$ cat src/rtl/sc_xcvr_pkg.sv
package sc_xcvr_pkg;
  localparam int ETU_W = 9;
  // phases are counted in half etu from the start edge
  localparam int PH_START_MID = 1;
  localparam int PH_DATA_LO   = 2;
  localparam int PH_DATA_HI   = 19;
  localparam int PH_PAR_END   = 20;
  localparam int PH_ERR_ON    = 21;
  localparam int PH_TX_CHECK  = 22;
  localparam int PH_ERR_OFF   = 23;
  localparam int PH_RX_DONE   = 24;
  localparam int PH_END_NORM  = 25;
  localparam int PH_RESEND    = 27;

  function automatic logic [ETU_W-1:0] etu_clocks(input logic [1:0] sel);
    case (sel)
      2'd0:    return ETU_W'(32);
      2'd1:    return ETU_W'(64);
      2'd2:    return ETU_W'(372);
      default: return ETU_W'(256);
    endcase
  endfunction

  function automatic logic [ETU_W-1:0] half_clocks(input logic [1:0] sel);
    return etu_clocks(sel) >> 1;
  endfunction

  function automatic logic parity_of(input logic [7:0] d, input logic odd);
    return (^d) ^ odd;
  endfunction
endpackage

$ cat src/rtl/sc_etu_timer.sv
module sc_etu_timer
  import sc_xcvr_pkg::*;
#(
  parameter int SUB_W = 8,
  parameter int PH_W  = 5
) (
  input  logic            clk,
  input  logic            rst_n,
  input  logic            tick,
  input  logic            run,
  input  logic            restart,
  input  logic [1:0]      sel,
  output logic [PH_W-1:0] phase,
  output logic            wrap
);
  logic [SUB_W-1:0] sub;
  logic [SUB_W-1:0] half_m1;

  assign half_m1 = SUB_W'(half_clocks(sel) - ETU_W'(1));
  assign wrap    = run && tick && (sub == half_m1);

  always_ff @(posedge clk or negedge rst_n) begin
    if (!rst_n) begin
      sub   <= '0;
      phase <= '0;
    end else if (restart || !run) begin
      sub   <= '0;
      phase <= '0;
    end else if (tick) begin
      if (sub == half_m1) begin
        sub   <= '0;
        phase <= phase + PH_W'(1);
      end else begin
        sub <= sub + SUB_W'(1);
      end
    end
  end

  assert_phase_bound_R1: assert property (@(posedge clk) disable iff (!rst_n)
    run |-> (phase <= PH_W'(PH_RESEND)));
endmodule

$ cat src/rtl/sc_tx.sv
module sc_tx
  import sc_xcvr_pkg::*;
#(
  parameter int SUB_W = 8,
  parameter int PH_W  = 5
) (
  input  logic       clk,
  input  logic       rst_n,
  input  logic       tick,
  input  logic [1:0] sel,
  input  logic       odd,
  input  logic       blk,
  input  logic       gsm,
  input  logic [7:0] data,
  input  logic       start,
  input  logic       hold,
  input  logic       line_in,
  output logic       busy,
  output logic       drive_low,
  output logic       end_flag
);
  logic [8:0]      frame;
  logic            err;
  logic [PH_W-1:0] phase;
  logic            wrap;
  logic [PH_W-1:0] nx;
  logic [3:0]      bidx;
  logic            accept;
  logic            retry_fire;

  assign accept     = start && !busy && !hold;
  assign nx         = phase + PH_W'(1);
  assign bidx       = 4'((nx - PH_W'(PH_DATA_LO)) >> 1);
  assign retry_fire = busy && wrap && (nx == PH_W'(PH_RESEND));

  sc_etu_timer #(.SUB_W(SUB_W), .PH_W(PH_W)) u_tmr (
    .clk(clk), .rst_n(rst_n), .tick(tick), .run(busy),
    .restart(accept || retry_fire), .sel(sel), .phase(phase), .wrap(wrap)
  );

  always_ff @(posedge clk or negedge rst_n) begin
    if (!rst_n) begin
      busy      <= 1'b0;
      drive_low <= 1'b0;
      end_flag  <= 1'b1;
      err       <= 1'b0;
      frame     <= '0;
    end else if (accept) begin
      busy      <= 1'b1;
      frame     <= {parity_of(data, odd), data};
      drive_low <= 1'b1;
      end_flag  <= 1'b0;
      err       <= 1'b0;
    end else if (busy && wrap) begin
      if (nx >= PH_W'(PH_DATA_LO) && nx <= PH_W'(PH_DATA_HI))
        drive_low <= ~frame[bidx];
      if (nx == PH_W'(PH_PAR_END))
        drive_low <= 1'b0;
      if (nx == PH_W'(PH_TX_CHECK)) begin
        if (!blk && !line_in) err <= 1'b1;
        else if (gsm)         end_flag <= 1'b1;
      end
      if (nx == PH_W'(PH_END_NORM) && !err) begin
        busy     <= 1'b0;
        end_flag <= 1'b1;
      end
      if (retry_fire) begin
        drive_low <= 1'b1;
        err       <= 1'b0;
      end
    end
  end

  assert_end_clear_R4: assert property (@(posedge clk) disable iff (!rst_n)
    $fell(end_flag) |-> $past(start));
  assert_blk_noretry_R10: assert property (@(posedge clk) disable iff (!rst_n)
    (blk && busy && wrap && nx == PH_W'(PH_TX_CHECK)) |=> !err);
  assert_guard_release_R2: assert property (@(posedge clk) disable iff (!rst_n)
    (busy && phase >= PH_W'(PH_PAR_END)) |-> !drive_low);
  assert_err_holds_end_R9: assert property (@(posedge clk) disable iff (!rst_n)
    err |-> !end_flag);
endmodule

$ cat src/rtl/sc_rx.sv
module sc_rx
  import sc_xcvr_pkg::*;
#(
  parameter int SUB_W = 8,
  parameter int PH_W  = 5
) (
  input  logic       clk,
  input  logic       rst_n,
  input  logic       tick,
  input  logic [1:0] sel,
  input  logic       odd,
  input  logic       blk,
  input  logic       hold,
  input  logic       ack,
  input  logic       line_in,
  output logic       active,
  output logic       drive_low,
  output logic [7:0] data,
  output logic       full,
  output logic       perr
);
  logic [8:0]      sh;
  logic            bad;
  logic [PH_W-1:0] phase;
  logic            wrap;
  logic [PH_W-1:0] nx;
  logic            go;
  logic            parity_ok;

  assign go        = !active && !hold && !line_in;
  assign nx        = phase + PH_W'(1);
  assign parity_ok = (parity_of(sh[7:0], odd) == sh[8]);

  sc_etu_timer #(.SUB_W(SUB_W), .PH_W(PH_W)) u_tmr (
    .clk(clk), .rst_n(rst_n), .tick(tick), .run(active),
    .restart(go), .sel(sel), .phase(phase), .wrap(wrap)
  );

  always_ff @(posedge clk or negedge rst_n) begin
    if (!rst_n) begin
      active    <= 1'b0;
      drive_low <= 1'b0;
      data      <= '0;
      full      <= 1'b0;
      perr      <= 1'b0;
      sh        <= '0;
      bad       <= 1'b0;
    end else begin
      if (ack) begin
        full <= 1'b0;
        perr <= 1'b0;
      end
      if (go) begin
        active    <= 1'b1;
        drive_low <= 1'b0;
        bad       <= 1'b0;
      end else if (active && wrap) begin
        if (nx == PH_W'(PH_START_MID) && line_in)
          active <= 1'b0;
        if (nx[0] && nx > PH_W'(PH_START_MID) && nx <= PH_W'(PH_DATA_HI))
          sh <= {line_in, sh[8:1]};
        if (nx == PH_W'(PH_PAR_END)) begin
          bad <= !parity_ok;
          if (parity_ok) begin
            data <= sh[7:0];
            full <= 1'b1;
          end else begin
            perr <= 1'b1;
          end
        end
        if (nx == PH_W'(PH_ERR_ON) && bad && !blk)
          drive_low <= 1'b1;
        if (nx == PH_W'(PH_ERR_OFF))
          drive_low <= 1'b0;
        if (nx == PH_W'(PH_RX_DONE))
          active <= 1'b0;
      end
    end
  end

  assert_blk_quiet_R8: assert property (@(posedge clk) disable iff (!rst_n)
    blk |-> !drive_low);
  assert_flag_excl_R7: assert property (@(posedge clk) disable iff (!rst_n)
    !($rose(full) && $rose(perr)));
  assert_pulse_len_R7: assert property (@(posedge clk) disable iff (!rst_n)
    $rose(drive_low) |-> active);
endmodule

$ cat src/rtl/sc_char_xcvr.sv
module sc_char_xcvr
  import sc_xcvr_pkg::*;
#(
  parameter int SUB_W = 8,
  parameter int PH_W  = 5
) (
  input  logic       clk,
  input  logic       rst_n,
  input  logic       base_en,
  input  logic [1:0] cfg_bcp,
  input  logic       cfg_odd,
  input  logic       cfg_blk,
  input  logic       cfg_gsm,
  input  logic [7:0] tx_data,
  input  logic       tx_start,
  output logic       tx_end,
  output logic [7:0] rx_data,
  output logic       rx_full,
  output logic       rx_perr,
  input  logic       rx_ack,
  input  logic       line_in,
  output logic       line_low
);
  logic tx_busy;
  logic tx_low;
  logic rx_active;
  logic rx_low;

  sc_tx #(.SUB_W(SUB_W), .PH_W(PH_W)) u_tx (
    .clk(clk), .rst_n(rst_n), .tick(base_en), .sel(cfg_bcp), .odd(cfg_odd),
    .blk(cfg_blk), .gsm(cfg_gsm), .data(tx_data), .start(tx_start),
    .hold(rx_active), .line_in(line_in), .busy(tx_busy),
    .drive_low(tx_low), .end_flag(tx_end)
  );

  sc_rx #(.SUB_W(SUB_W), .PH_W(PH_W)) u_rx (
    .clk(clk), .rst_n(rst_n), .tick(base_en), .sel(cfg_bcp), .odd(cfg_odd),
    .blk(cfg_blk), .hold(tx_busy), .ack(rx_ack), .line_in(line_in),
    .active(rx_active), .drive_low(rx_low), .data(rx_data),
    .full(rx_full), .perr(rx_perr)
  );

  assign line_low = tx_low | rx_low;

  assert_one_talker_R12: assert property (@(posedge clk) disable iff (!rst_n)
    !(tx_busy && rx_active));
  assert_tx_owns_line_R2: assert property (@(posedge clk) disable iff (!rst_n)
    rx_low |-> !tx_busy);
endmodule

$ cat config.mk
export PLATFORM = sky130hd
export DESIGN_NAME = sc_char_xcvr
export DESIGN_NICKNAME = d
export VERILOG_FILES = /design/src/rtl/sc_xcvr_pkg.sv /design/src/rtl/sc_etu_timer.sv /design/src/rtl/sc_tx.sv /design/src/rtl/sc_rx.sv /design/src/rtl/sc_char_xcvr.sv
export SDC_FILE = /design/constraint.sdc
export NUM_CORES = 1
export LEC_CHECK = 0
export BUFFER_PORTS_ARGS = -buffer_cell sky130_fd_sc_hd__buf_2
export CAP_MARGIN = 0
export CORE_AREA = 2 2 97 80
export CTS_CLUSTER_SIZE = 10
export DETAILED_ROUTE_END_ITERATION = 16
export DIE_AREA = 0 0 99 82
export PLACE_DENSITY_LB_ADDON = 0.1
export SYNTH_ARGS = -nofsm -noshare
export SYNTH_HDL_FRONTEND = slang
export SYNTH_SLANG_ARGS = --single-unit
$ cat constraint.sdc
create_clock -name clk -period 3.7 [get_ports clk]
set_input_delay 0.185 -clock clk [delete_from_list [all_inputs] [get_ports clk]]
set_output_delay 0.185 -clock clk [all_outputs]
set_load 0.01 [all_outputs]
## Word level (Yosys, flattened, before mapping)

Index checks and enable logic that the tools add are counted.

| operators by class | value |
|---|---|
| add/subtract/negate cells | 6 |
| multipliers | 0 |
| div/mod/pow operators | 0 |
| order comparisons | 5 |
| equality and inequality tests | 15 |
| shift operators | 0 |
| muxes and demuxes | 55 |
| bitwise logic cells | 5 |
| reductions and logical operators | 57 |

Operators with widths:

| cell | count |
|---|---|
| 2-to-1 mux 8 bit | 6 |
| 2-to-1 mux 1 bit | 41 |
| equality test 5 bit (second input constant) | 8 |
| 2-to-1 mux 5 bit | 6 |
| case mux 9 bit (3 select lines) | 1 |
| logical AND 1 bit | 19 |
| nonzero test 3 bit | 6 |
| adder 8 x 1 -> 8 bit (second input constant) | 2 |
| equality test 8 bit | 2 |
| nonzero test 2 bit | 8 |
| XOR reduction 8 bit | 2 |
| AND reduction 2 bit | 7 |
| adder 5 x 1 -> 5 bit (second input constant) | 2 |
| less-or-equal comparator 5 bit (second input constant) | 2 |
| AND reduction 4 bit | 2 |
| subtractor 8 x 1 -> 8 bit (second input constant) | 1 |
| zero test 1 bit | 6 |
| AND reduction 3 bit | 2 |
| equality test 5 x 1 -> 1 bit (second input constant) | 1 |
| >= comparator 5 x 2 -> 1 bit (second input constant) | 1 |
| greater-than comparator 5 x 1 -> 1 bit (second input constant) | 1 |
| < comparator 4 x 5 -> 1 bit (second input constant) | 1 |
| subtractor 5 x 2 -> 5 bit (second input constant) | 1 |
| binary-select mux 1 bit (select 4 bit) | 1 |
| other kinds (10) | 14 |

| storage, ports and cells | value |
|---|---|
| flip-flop bits (word level) | 61 |
| bits in latches | 0 |
| RAM bits | 0 |
| bits in read-only memories | 0 |
| input port bits | 19 |
| logic and storage cells | 159 |
| memories | 0 |

## Logic depth before layout (Yosys ltp)

Gate-level depths: netlist of the first run.

| logic depth | value |
|---|---|
| depth in word-level cells | 11 |
| mapped depth | 9 |
| gate-level depth less buffers | 9 |

## Modules after synthesis

A second synthesis of the first run with hierarchy kept.

| unflattened totals | value |
|---|---|
| cell total of the unflattened synthesis | 378 |
| area total of the unflattened synthesis | 3789.9 um2 |

Modules (own cells, without submodules):

| module | instances | cells each | area an instance (um2) | seq. area each (um2) |
|---|---|---|---|---|
| sc_etu_timer | 2 | 79 | 728.2 | 325.3 |
| sc_rx | 1 | 108 | 1229.9 | 550.5 |
| sc_tx | 1 | 111 | 1097.3 | 326.6 |
| sc_char_xcvr | 1 | 1 | 6.3 | 0.0 |

## Worst setup path after synthesis of the first run

No wires, ideal clock.

| path | value |
|---|---|
| kind | flip-flop to flip-flop |
| from | register u_tx.u_tmr.phase[0] |
| to | register u_tx.drive_low |
| setup time | 0.124 ns |
| arrival time | 2.459 ns |
| data required time | 3.576 ns |
| path slack | 1.117 ns |
| stages on the path, launching flop included | 10 |
| path buffers | 0 |
| cell sequence | dfrtp_1 inv_1 ha_1 inv_1 ha_1 xor3_1 mux2i_1 or3_1 a311o_1 o31a_1 |

| between the ends | value |
|---|---|
| cells in the longest elaborated chain, start to end | 10 |
| elaborated cells between the ends (all ways) | 18 |
| classes of those cells | add/sub (2); order compare (2); eq/ne (2); mux (7); bitwise (1); reduce/logical (4) |

RTL lines:

| what | line | text |
|---|---|---|
| start, declared | sc_etu_timer.sv:13 | `output logic [PH_W-1:0] phase,` |
| start signal, assigned | sc_etu_timer.sv:32 | `phase <= phase + PH_W'(1);` |
| adder 5 x 1 -> 5 bit (*) | sc_tx.sv:32 | `assign nx = phase + PH_W'(1);` |
| subtractor 5 x 2 -> 5 bit | sc_tx.sv:33 | `assign bidx = 4'((nx - PH_W'(PH_DATA_LO)) >> 1);` |
| binary-select mux 1 bit (select 4 bit) | sc_tx.sv:56 | `drive_low <= ~frame[bidx];` |
| 2-to-1 mux 1 bit (implied by the code) | sc_tx.sv:56 |  |
| NOT 1 bit | sc_tx.sv:56 |  |
| 2-to-1 mux 1 bit | sc_tx.sv:55 | `if (nx >= PH_W'(PH_DATA_LO) && nx <= PH_W'(PH_DATA_HI))` |
| 2-to-1 mux 1 bit | sc_tx.sv:57 | `if (nx == PH_W'(PH_PAR_END))` |
| 2-to-1 mux 1 bit | sc_tx.sv:67 | `if (retry_fire) begin` |
| 2-to-1 mux 1 bit | sc_tx.sv:54 | `end else if (busy && wrap) begin` |
| 2-to-1 mux 1 bit | sc_tx.sv:48 | `end else if (accept) begin` |
| end signal, assigned | sc_tx.sv:56 |  |
| end, declared | sc_tx.sv:19 | `output logic drive_low,` |

Mark *: on every way between the ends. The rest lies on a longest branch, timed or not. The select of a mux whose other input is x is not followed.
A chain may end at the register's enable or synchronous reset.

## Worst setup path after layout of the first run

Same ends and word-level chain as after synthesis.

==> results.md, run 1 <==
- Slew at the pin closest to its max-slew limit: 0.932 ns
- ANT cells: 0
- Vias in the first global route: 2716
- DP HPWL: 5480 um
- Static leakage: 0.00183 uW
- Die width: 99 um
- Final worst path period share: 77.6%
- Worst path required time: 3.93 ns
- CP bufs+invs: 2
- WL/cell: 15.5 um
- Total GRT Usage: 20.8%
- Seq/Total Area, Yosys: 41.2%
- Synthesized flop and latch total: 61
- Ys flop type: dfrtp_1
- Cells after Synth: 373
- Slowest CP cell: dfrtp_1
- Critical path's top delay family: adder cells
- Clock buffer count from CTS: 9
- Final WL: 7680 um
- Worst setup SP type: flop
- TritonCTS clock tree: done
- Nets: 431
- Cell row count: 28
- First-pass GRT wire length: 13200 um
- Synth unique cells: 65
- Unrepaired setup endpoints after global routing: no
- Post-route ant nets: 0
- IO Port Bufs: 30
- Final core occ: 57.5%
- Max Clk Rate: 0.348 GHz
- Max-Cap Viols: 0
- Power density over the cells: 433 nW/um^2
- Area Overhead vs Synth: 11.5%
- Die height: 82 um
- Final setup viols: 0
- Vias/cell: 5.79
- Synth Cell Area: 3700 um^2
- Setup WS pre-CTS: 0.841 ns
- CP Capture Type: flop
- Initial antenna violation count: 0
- Kind of critical path: flop to flop
- Status: finished, final reports clean
- Die area: 8120 um^2
- Net Count, Synth: 405
- Worst-path cell chain: inv_1, ha_1, inv_1, ha_1, xor3_1, mux2i_1, or2_2, a311o_1, o31a_1
- Final max-slew violation count: 0
- RePlAce Congestion: 0.922
- Commonest non-fill, non-tap cell in the layout: dfrtp_1
- DRT Pass-1 Iters: 4
- Hold WC Path Type: input port to flop
- Core footprint: 7180 um^2
- Final Skew: 0.0118 ns
- Critical path fanouts, max: 11
- Total congestion overflow: 0
- Final Power: 1790 uW
- Share of flip-flops with an asynchronous set or reset: 100%
- Clk Latency, worst-skew pair: 0.35 ns
- Fraction of layout cells with a size suffix above 1: 21.3%
- Fillers: 639
- Worst VDD drop: 0.219 mV
- Setup TNS Final: 0 ns
- Worst-path clk slew: 0.08 ns
- Final Hold Viols: 0
- H-tree depth: 3
- Yosys warns: 0
- Vias: 2862
- Clock root buffer: clkbuf_8
- Initial DRC count: 133
- Post-Syn Area per Cell: 9.93 um^2
- Slew headroom: 37.6%
- Post-synth EDFFs: 0
- Initial Util: 51.6%
- Drt drc: 0
- Final setup margin: 0.828 ns
- Largest net degree at the start of global routing: 35
- Post-DP Area: 3920 um^2
- Minimum clock period: 2.87 ns
- Max Buffers Root-to-Sink: 2
- CP arrival: 3.10 ns
- Highest-count cells in the layout ignoring fill and taps: dfrtp_1, buf_2, xnor2_1, nand2_1, mux2_2
- Final instance area: 4130 um^2
- Clk sink count: 61
- Max incr delay on CP: 0.53 ns
- IO Count: 31
kinds of logic (layout without fill, tap and decap cells):
| group | Yosys count | count (layout) | synth area share (%) |
|---|---|---|---|
| muxes | 30 | 30 | 9.66 |
| AOI/OAI and AO/OA | 66 | 66 | 12.8 |
| DFF | 61 | 61 | 41.2 |
| buffers and inverters | 36 | 67 | 3.78 |
| xor gates and xnor gates | 36 | 36 | 8.92 |
| and+or+nand+nor | 131 | 131 | 19.2 |
| adders and majority gates | 13 | 13 | 4.39 |
area by class of cell:
type	instances	area [um^2]	share of cell area (%)
Clock inverter	7	78.8	1.91
Sequential cell	61	1530	37.0
Timing Repair Buffer	34	183	4.42
Tap cell	90	113	2.73
Inverter	17	63.8	1.54
Multi-Input combinational cell	276	2040	49.4
Clock buffer	9	124	3.00
state kept, by name, indices dropped and copies added (netlist names), 5 cells and up:
name and flops:
u_rx.sh 9, u_tx.frame 9, u_rx.data 8, u_rx.u_tmr.sub 8, u_tx.u_tmr.sub 8, u_rx.u_tmr.phase 5, u_tx.u_tmr.phase 5
Yosys cell counts (all sizes together), types with 4 or more instances:
library cell / n / area share [%]
mux2: 26 / 7.9
nand4: 6 / 1.0
inv: 17 / 1.7
a211oi: 4 / 0.81
nor3: 9 / 1.5
a21oi: 13 / 1.8
xnor2: 27 / 6.4
a21boi: 4 / 0.81
nor2: 23 / 2.5
and3: 7 / 1.2
o21a: 4 / 0.81
dfrtp: 60 / 41
clkbuf: 16 / 1.6
nand3: 19 / 2.6
o21ai: 8 / 1.1
nand2: 28 / 2.9
nor3b: 8 / 1.6
and2: 11 / 1.9
ha: 13 / 4.4
o211ai: 4 / 0.81
xor2: 8 / 1.9
report_power, final:
part / switching (uW) / internal [uW]
clock network: 290 / 319
logic: 153 / 158
registers: 114 / 755
total: 557 / 1230
metrics by stage:
| step | hold slack, ns | instances |
|---|---|---|
| final | 0.0568 | 494 |
| after global routing | 0.0650 | 494 |
| after CTS | 0.0424 | 494 |
| after detailed placement | 0.331 | 477 |
| after global placement | 0.328 | 477 |
| after floorplan | -0.111 | 373 |
worst register-to-register path, delay by kind of cell, from the launching register on:
family                     cells  cell delay (ns)
and+or+nand+nor                1             0.32
muxes                          1             0.16
DFF                            1             0.53
xor gates and xnor gates       1             0.39
buffers and inverters          2             0.27
AOI/OAI and AO/OA              2             0.41
adders and majority gates      2             0.67
metal layers:
| layer | global-route usage [%] | share of wire (%) | vias to the layer above |
|---|---|---|---|
| li1 | - | - | 1393 |
| met1 | 28.7 | 50 | 1376 |
| met2 | 32.0 | 43 | 77 |
| met3 | 5.19 | 4.5 | 16 |
| met4 | 7.53 | 1.7 | 0 |
| met5 | 0 | 0 | - |
path summary, 6_finish.rpt:
path                                                       from                         end  slack [ns]  cells after the start
worst max-delay path            u_tx.u_tmr.phase[0]$_DFFE_PN0P_  u_tx.drive_low$_DFFE_PN0P_        0.83                      9
worst min-delay path                                     rx_ack         u_rx.perr$_DFF_PN0_        0.06                      2
worst max register to register  u_tx.u_tmr.phase[0]$_DFFE_PN0P_  u_tx.drive_low$_DFFE_PN0P_        0.83                      9
worst min register to register        u_tx.end_flag$_DFFE_PN1P_   u_tx.end_flag$_DFFE_PN1P_        0.46                      2
max in group asynchronous                                 rst_n  u_rx.drive_low$_DFFE_PN0P_        2.40                      3
min in group asynchronous                                 rst_n   u_tx.frame[4]$_DFFE_PN0P_        0.46                      2
timing repair:
action	4_1_cts	5_1_grt
hold buffers	1	0
endpoints found under the hold margin	32	0
buffers inserted	0	0
resized for setup	0	0
No activity file was read; power rests on OpenSTA's default activity.
==> run 2: changes to the inputs <==
- clock period: 3.7 -> 2.6 ns (I/O delays scaled with it)
==> results.md, run 2 (synthesized netlist as in run 1, its figures left out) <==
- Final setup viols: 0
- Most used cell, CP: ha_1
- Hold WC Path Type: input port to flop
- Area Overhead vs Synth: 16.1%
- Vias/cell: 5.64
- Fillers: 639
- Register area: 1530 um^2
- CP Capture Type: flop
- Die area: 8120 um^2
- Commonest non-fill, non-tap cell in the layout: dfrtp_1
- H-tree depth: 3
- Highest-count cells in the layout ignoring fill and taps: dfrtp_1, buf_2, nand2_1
- Non-filler cells, final: 515
- Clock root buffer: clkbuf_8
- DP HPWL: 5800 um
- Slew headroom: 59.9%
- Clock buffer count from CTS: 9
- Setup TNS Final: 0 ns
- Drt drc: 0
- Static leakage: 0.00193 uW
- CP arrival: 2.70 ns
- Die height: 82 um
- Max incr delay on CP: 0.42 ns
- First-pass GRT wire length: 13900 um
- Final Skew: 0.0104 ns
- Worst VDD drop: 0.403 mV
- Hold WS: 0.0370 ns
- RePlAce Congestion: 0.807
- Clk sink count: 61
- Slowest CP cell: dfrtp_1
- Vias: 2905
- Final worst path period share: 95.0%
- Power density over the cells: 612 nW/um^2
- Status: finished, final reports clean
- Max Clk Rate: 0.405 GHz
- Critical path's top delay family: adder cells
- Max-Cap Viols: 0
- Nets: 452
- Initial antenna violation count: 0
- Kind of critical path: flop to flop
- CP bufs+invs: 1
- Initial Util: 51.6%
- IO Port Bufs: 30
- Placed Cells: 497
- Fraction of layout cells with a size suffix above 1: 25.2%
- ANT cells: 0
- Largest net degree at the start of global routing: 25
- Vias in the first global route: 2767
- Die width: 99 um
- Multi-input gate area: 2050 um^2
- Final max-slew violation count: 0
- Worst setup SP type: flop
- DRT Pass-1 Iters: 4
- Final instance area: 4300 um^2
- Critical path fanouts, max: 4
- Total congestion overflow: 0
- Minimum clock period: 2.47 ns
- Initial DRC count: 156
- Unrepaired setup endpoints after global routing: no
- Final core occ: 59.9%
- Final Hold Viols: 0
- WL/cell: 15.6 um
- Regs by FF count: u_rx.sh: 9 flops, u_tx.frame: 9 flops
- IO Count: 31
- Worst path required time: 2.83 ns
- Worst-path clk slew: 0.08 ns
- Total GRT Usage: 21.8%
- Cell row count: 28
- Final WL: 8050 um
- Worst-path cell chain: ha_1, xnor2_2, buf_4, ha_1, mux4_2, mux2i_1, or3_1, a311o_1, o31a_1
- # Post-CTS Setup Buffers: 0
- Post-route ant nets: 0
- TritonCTS clock tree: done
- Slew at the pin closest to its max-slew limit: 0.601 ns
- Max Buffers Root-to-Sink: 2
- Post-DP Area: 4070 um^2
- Clk Latency, worst-skew pair: 0.35 ns
- Core footprint: 7180 um^2
[run 2: final timing paths]
check / startpoint / endpoint / slack [ns] / depth (start not counted)
min in group asynchronous: rst_n / u_tx.u_tmr.sub[5]$_DFFE_PN0P_ / 0.32 / 2
min: tx_data[3] / u_tx.frame[3]$_DFFE_PN0P_ / 0.04 / 2
max in group asynchronous: rst_n / u_tx.end_flag$_DFFE_PN1P_ / 1.53 / 3
min reg2reg: u_tx.end_flag$_DFFE_PN1P_ / u_tx.end_flag$_DFFE_PN1P_ / 0.47 / 2
max reg2reg: u_tx.u_tmr.phase[0]$_DFFE_PN0P_ / u_tx.drive_low$_DFFE_PN0P_ / 0.13 / 9
max: u_tx.u_tmr.phase[0]$_DFFE_PN0P_ / u_tx.drive_low$_DFFE_PN0P_ / 0.13 / 9
[run 2: per-stage QoR]
stage | setup slack, ns | power, uW
floorplan | 0.0167 | 1550
global placement | 0.169 | 1730
detailed placement | 0.116 | 1750
CTS | 0.0961 | 2670
global route | 0.0131 | 2790
finish | 0.130 | 2630
[run 2: layout make-up]
type | count | area share (%)
Multi-Input combinational cell | 276 | 47.6
Clock inverter | 7 | 1.89
Inverter | 17 | 1.48
Timing Repair Buffer | 55 | 7.97
Sequential cell | 61 | 35.5
Clock buffer | 9 | 2.88
Tap cell | 90 | 2.62
[run 2: what timing repair did]
item / 4_1_cts / 5_1_grt
resized for setup: 0 / 1
hold buffers: 2 / 0
endpoints found under the setup margin: 0 / 1
hold endpoints to repair: 24 / 0
[run 2: worst reg2reg max path, cell delays in order, from the launching register on]
cell and delay (ns):
dfrtp_1 0.42, ha_1 0.25, xnor2_2 0.16, buf_4 0.16, ha_1 0.33, mux4_2 0.23
mux2i_1 0.08, or3_1 0.35, a311o_1 0.27, o31a_1 0.11
[run 2: report_power, final]
| group | internal (uW) | switching, uW |
|---|---|---|
| combinational | 266 | 280 |
| clock | 456 | 440 |
| sequential | 1080 | 114 |
| total | 1800 | 834 |
[run 2: routing by layer]
metal  up-vias  part of all wire (%)  track usage [%]  wire [um]
li1       1420                     -                -          -
met1      1412                    49             30.2       3980
met2        60                    45             34.0       3610
met3        13                   4.2             4.85        339
met4         0                   1.6             7.81        126
met5         -                     0                0          0
==> run 3: changes to the inputs <==
- ABC_AREA: unset -> 1
- CORE_AREA: 2 2 97 80 -> 2 2 96 79
- DIE_AREA: 0 0 99 82 -> 0 0 98 81
==> results.md, run 3 <==
- Net Count, Synth: 504
- Hold endpoint: u_tx.frame[5]$_DFFE_PN0P_
- Switch Pwr: 1020 uW
- Hold Crit Depth: 3
- Nets: 544
- Final Power: 2940 uW
- Top post-synthesis cells by area: dfrtp_1, nand2_1, nand3_1, inv_1, ha_1
- ANT cells: 0
- R2R setup slack: 0.34 ns
- Total congestion overflow: 0
- Setup TNS Final: 0 ns
- IO Count: 31
- Largest net degree at the start of global routing: 26
- Die area: 7940 um^2
- Max incr delay on CP: 0.50 ns
- Kind of critical path: flop to flop
- Final max-slew violation count: 0
- Hold WC Path Type: input port to flop
- Slew headroom: 57.8%
- Worst VDD drop: 0.332 mV
- Ys flop type: dfrtp_1
- Switching share of power: 34.8%
- Static leakage: 0.00213 uW
- Core footprint: 7110 um^2
- Post-Syn Area per Cell: 7.65 um^2
- H-tree depth: 3
- Clk sink count: 61
- Vias: 3066
- Post-synth top area share: 41.6%
- DP HPWL: 5620 um
- Clock buffer count from CTS: 9
- CP arrival: 2.49 ns
- Final Hold Viols: 0
- Clk Latency, worst-skew pair: 0.34 ns
- Multi-input gate area: 1840 um^2
- Post-synth EDFFs: 0
- Synthesized flop and latch total: 61
- Final WL: 7500 um
- Hold Crit Start: tx_data[5]
- Worst path required time: 2.83 ns
- Share of flip-flops with an asynchronous set or reset: 100%
- Sequential power share: 39.7%
- Yosys warns: 0
- Initial antenna violation count: 0
- Final worst path period share: 86.8%
- IO Port Bufs: 30
- Most frequent cell after synthesis: nand2_1
- WL/cell: 12.4 um
- Max Buffers Root-to-Sink: 2
- Pint: 1910 uW
- Critical path's top delay family: adder cells
- Drt drc: 0
- Fraction of layout cells with a size suffix above 1: 12.2%
- Initial DRC count: 133
- Total GRT Usage: 20.1%
- R2r worst-path depth: 12
- Vias in the first global route: 2712
- First-pass GRT wire length: 12700 um
- Cells after Synth: 472
- Most used cell, CP: nand2_1
- Comb pwr share: 29.7%
- Register area: 1530 um^2
- Synth unique cells: 37
- Leading cell types by count after synthesis: nand2_1, dfrtp_1, inv_1
- CP Capture Type: flop
- Die width: 98 um
- Reg2reg start: u_tx.u_tmr.phase[0]$_DFFE_PN0P_
- Fillers: 674
- CP bufs+invs: 2
- Highest-count cells in the layout ignoring fill and taps: nand2_1, dfrtp_1, inv_1
- Vias/cell: 5.05
- Cell row count: 28
- Area Overhead vs Synth: 13.2%
- Minimum clock period: 2.26 ns
- Unrepaired setup endpoints after global routing: no
- Status: finished, final reports clean
- Clock share of power: 30.6%
- Worst setup SP type: flop
- Final Skew: 0.00921 ns
- Initial Util: 50.7%
- Post-route ant nets: 0
- Final setup viols: 0
- DRT Pass-1 Iters: 5
- Clock root buffer: clkbuf_8
- TritonCTS clock tree: done
- RePlAce Congestion: 0.860
- Critical path fanouts, max: 9
- Regs by FF count: u_rx.sh: 9 flops, u_tx.frame: 9 flops
- Worst-path cell chain: inv_1, ha_1, clkinv_1, ha_1, nand2_1, nand2_1, nand2_1, nand2_1, nand2_1, nand2_1, nor2_1, nor2_1
- Largest area contributor in the netlist: dfrtp_1
- Seq/Total Area, Yosys: 42.3%
- Reg2reg end: u_tx.drive_low$_DFFE_PN0P_
- Die height: 81 um
- Slew at the pin closest to its max-slew limit: 0.629 ns
- Max-Cap Viols: 0
- Slowest CP cell: dfrtp_1
- Commonest non-fill, non-tap cell in the layout: nand2_1
- Worst-path clk slew: 0.07 ns
- Synth Cell Area: 3610 um^2
- Power density over the cells: 719 nW/um^2
- Max Clk Rate: 0.443 GHz
==> run 3: cell families (layout without fill, tap and decap cells) <==
kind of cell	count (synthesis)	after routing	synth area share [%]
XOR/XNOR	29	29	7.77
adder cells (fa/ha/maj)	13	13	4.51
AO/OA/AOI/OAI	41	41	6.14
AND/OR/NAND/NOR	269	269	32.7
flip-flops	61	61	42.3
buffers and inverters	59	104	6.55
==> run 3: how the worst max path moves through the flow <==
stage | startpoint | end | cells past startpoint
after global routing | u_tx.u_tmr.phase[0]$_DFFE_PN0P_ | u_tx.drive_low$_DFFE_PN0P_ | 12
after global placement | u_tx.u_tmr.phase[0]$_DFFE_PN0P_ | u_tx.drive_low$_DFFE_PN0P_ | 12
final | u_tx.u_tmr.phase[0]$_DFFE_PN0P_ | u_tx.drive_low$_DFFE_PN0P_ | 12
after floorplan | u_tx.u_tmr.phase[0]$_DFFE_PN0P_ | u_tx.drive_low$_DFFE_PN0P_ | 14
after detailed placement | u_tx.u_tmr.phase[0]$_DFFE_PN0P_ | u_tx.drive_low$_DFFE_PN0P_ | 12
after CTS | u_tx.u_tmr.phase[0]$_DFFE_PN0P_ | u_tx.drive_low$_DFFE_PN0P_ | 12
==> run 3: worst min-delay path, cell delays in order <==
cell and delay, ns:
buf_2 0.09, nand2_1 0.05, o21ai_0 0.06
==> run 3: area by class of cell <==
type / count / share of cell area, %
multi-input combinational: 352 / 45.2
tap: 90 / 2.76
inverter: 52 / 4.78
clock buffer: 11 / 3.22
timing repair buffer: 36 / 4.84
clock inverter: 5 / 1.84
sequential: 61 / 37.4
==> run 3: timing repair <==
| action | in CTS | in global routing |
|---|---|---|
| resized for setup | 0 | 0 |
| endpoints found under the hold margin | 20 | 0 |
| hold buffers | 1 | 0 |
| buffers inserted | 0 | 0 |
==> run 3: per-layer routing <==
| layer | part of all wire (%) | vias up | wire length [um] | global-route usage [%] |
|---|---|---|---|---|
| met5 | 0 | - | 0 | 0 |
| met4 | 1.1 | 0 | 83 | 5.42 |
| met3 | 4.6 | 8 | 343 | 5.68 |
| met2 | 45 | 52 | 3360 | 30.5 |
| met1 | 49 | 1400 | 3710 | 28.4 |
| li1 | - | 1606 | - | - |
==> run 3: power by group through the flow <==
stage	Clock [uW]	Combinational [uW]	Sequential (uW)
6_report	899	872	1160
5_1_grt	972	1000	1180
4_1_cts	925	867	1160
3_5_place_dp	0	859	1180
3_3_place_gp	0	840	1180
2_1_floorplan	0	688	1140
==> run 3: stage by stage <==
stage               setup WS (ns)  utilization (%)  hold slack, ns  std cells  area (um^2)
finish                      0.344             57.4          0.0227        607         4080
global route                0.152             57.4          0.0213        607         4080
CTS                         0.384             57.4         0.00788        607         4080
detailed placement          0.389             54.4           0.133        590         3870
global placement            0.474             54.4           0.127        590         3870
floorplan                   0.487                -          -0.166        472         3610
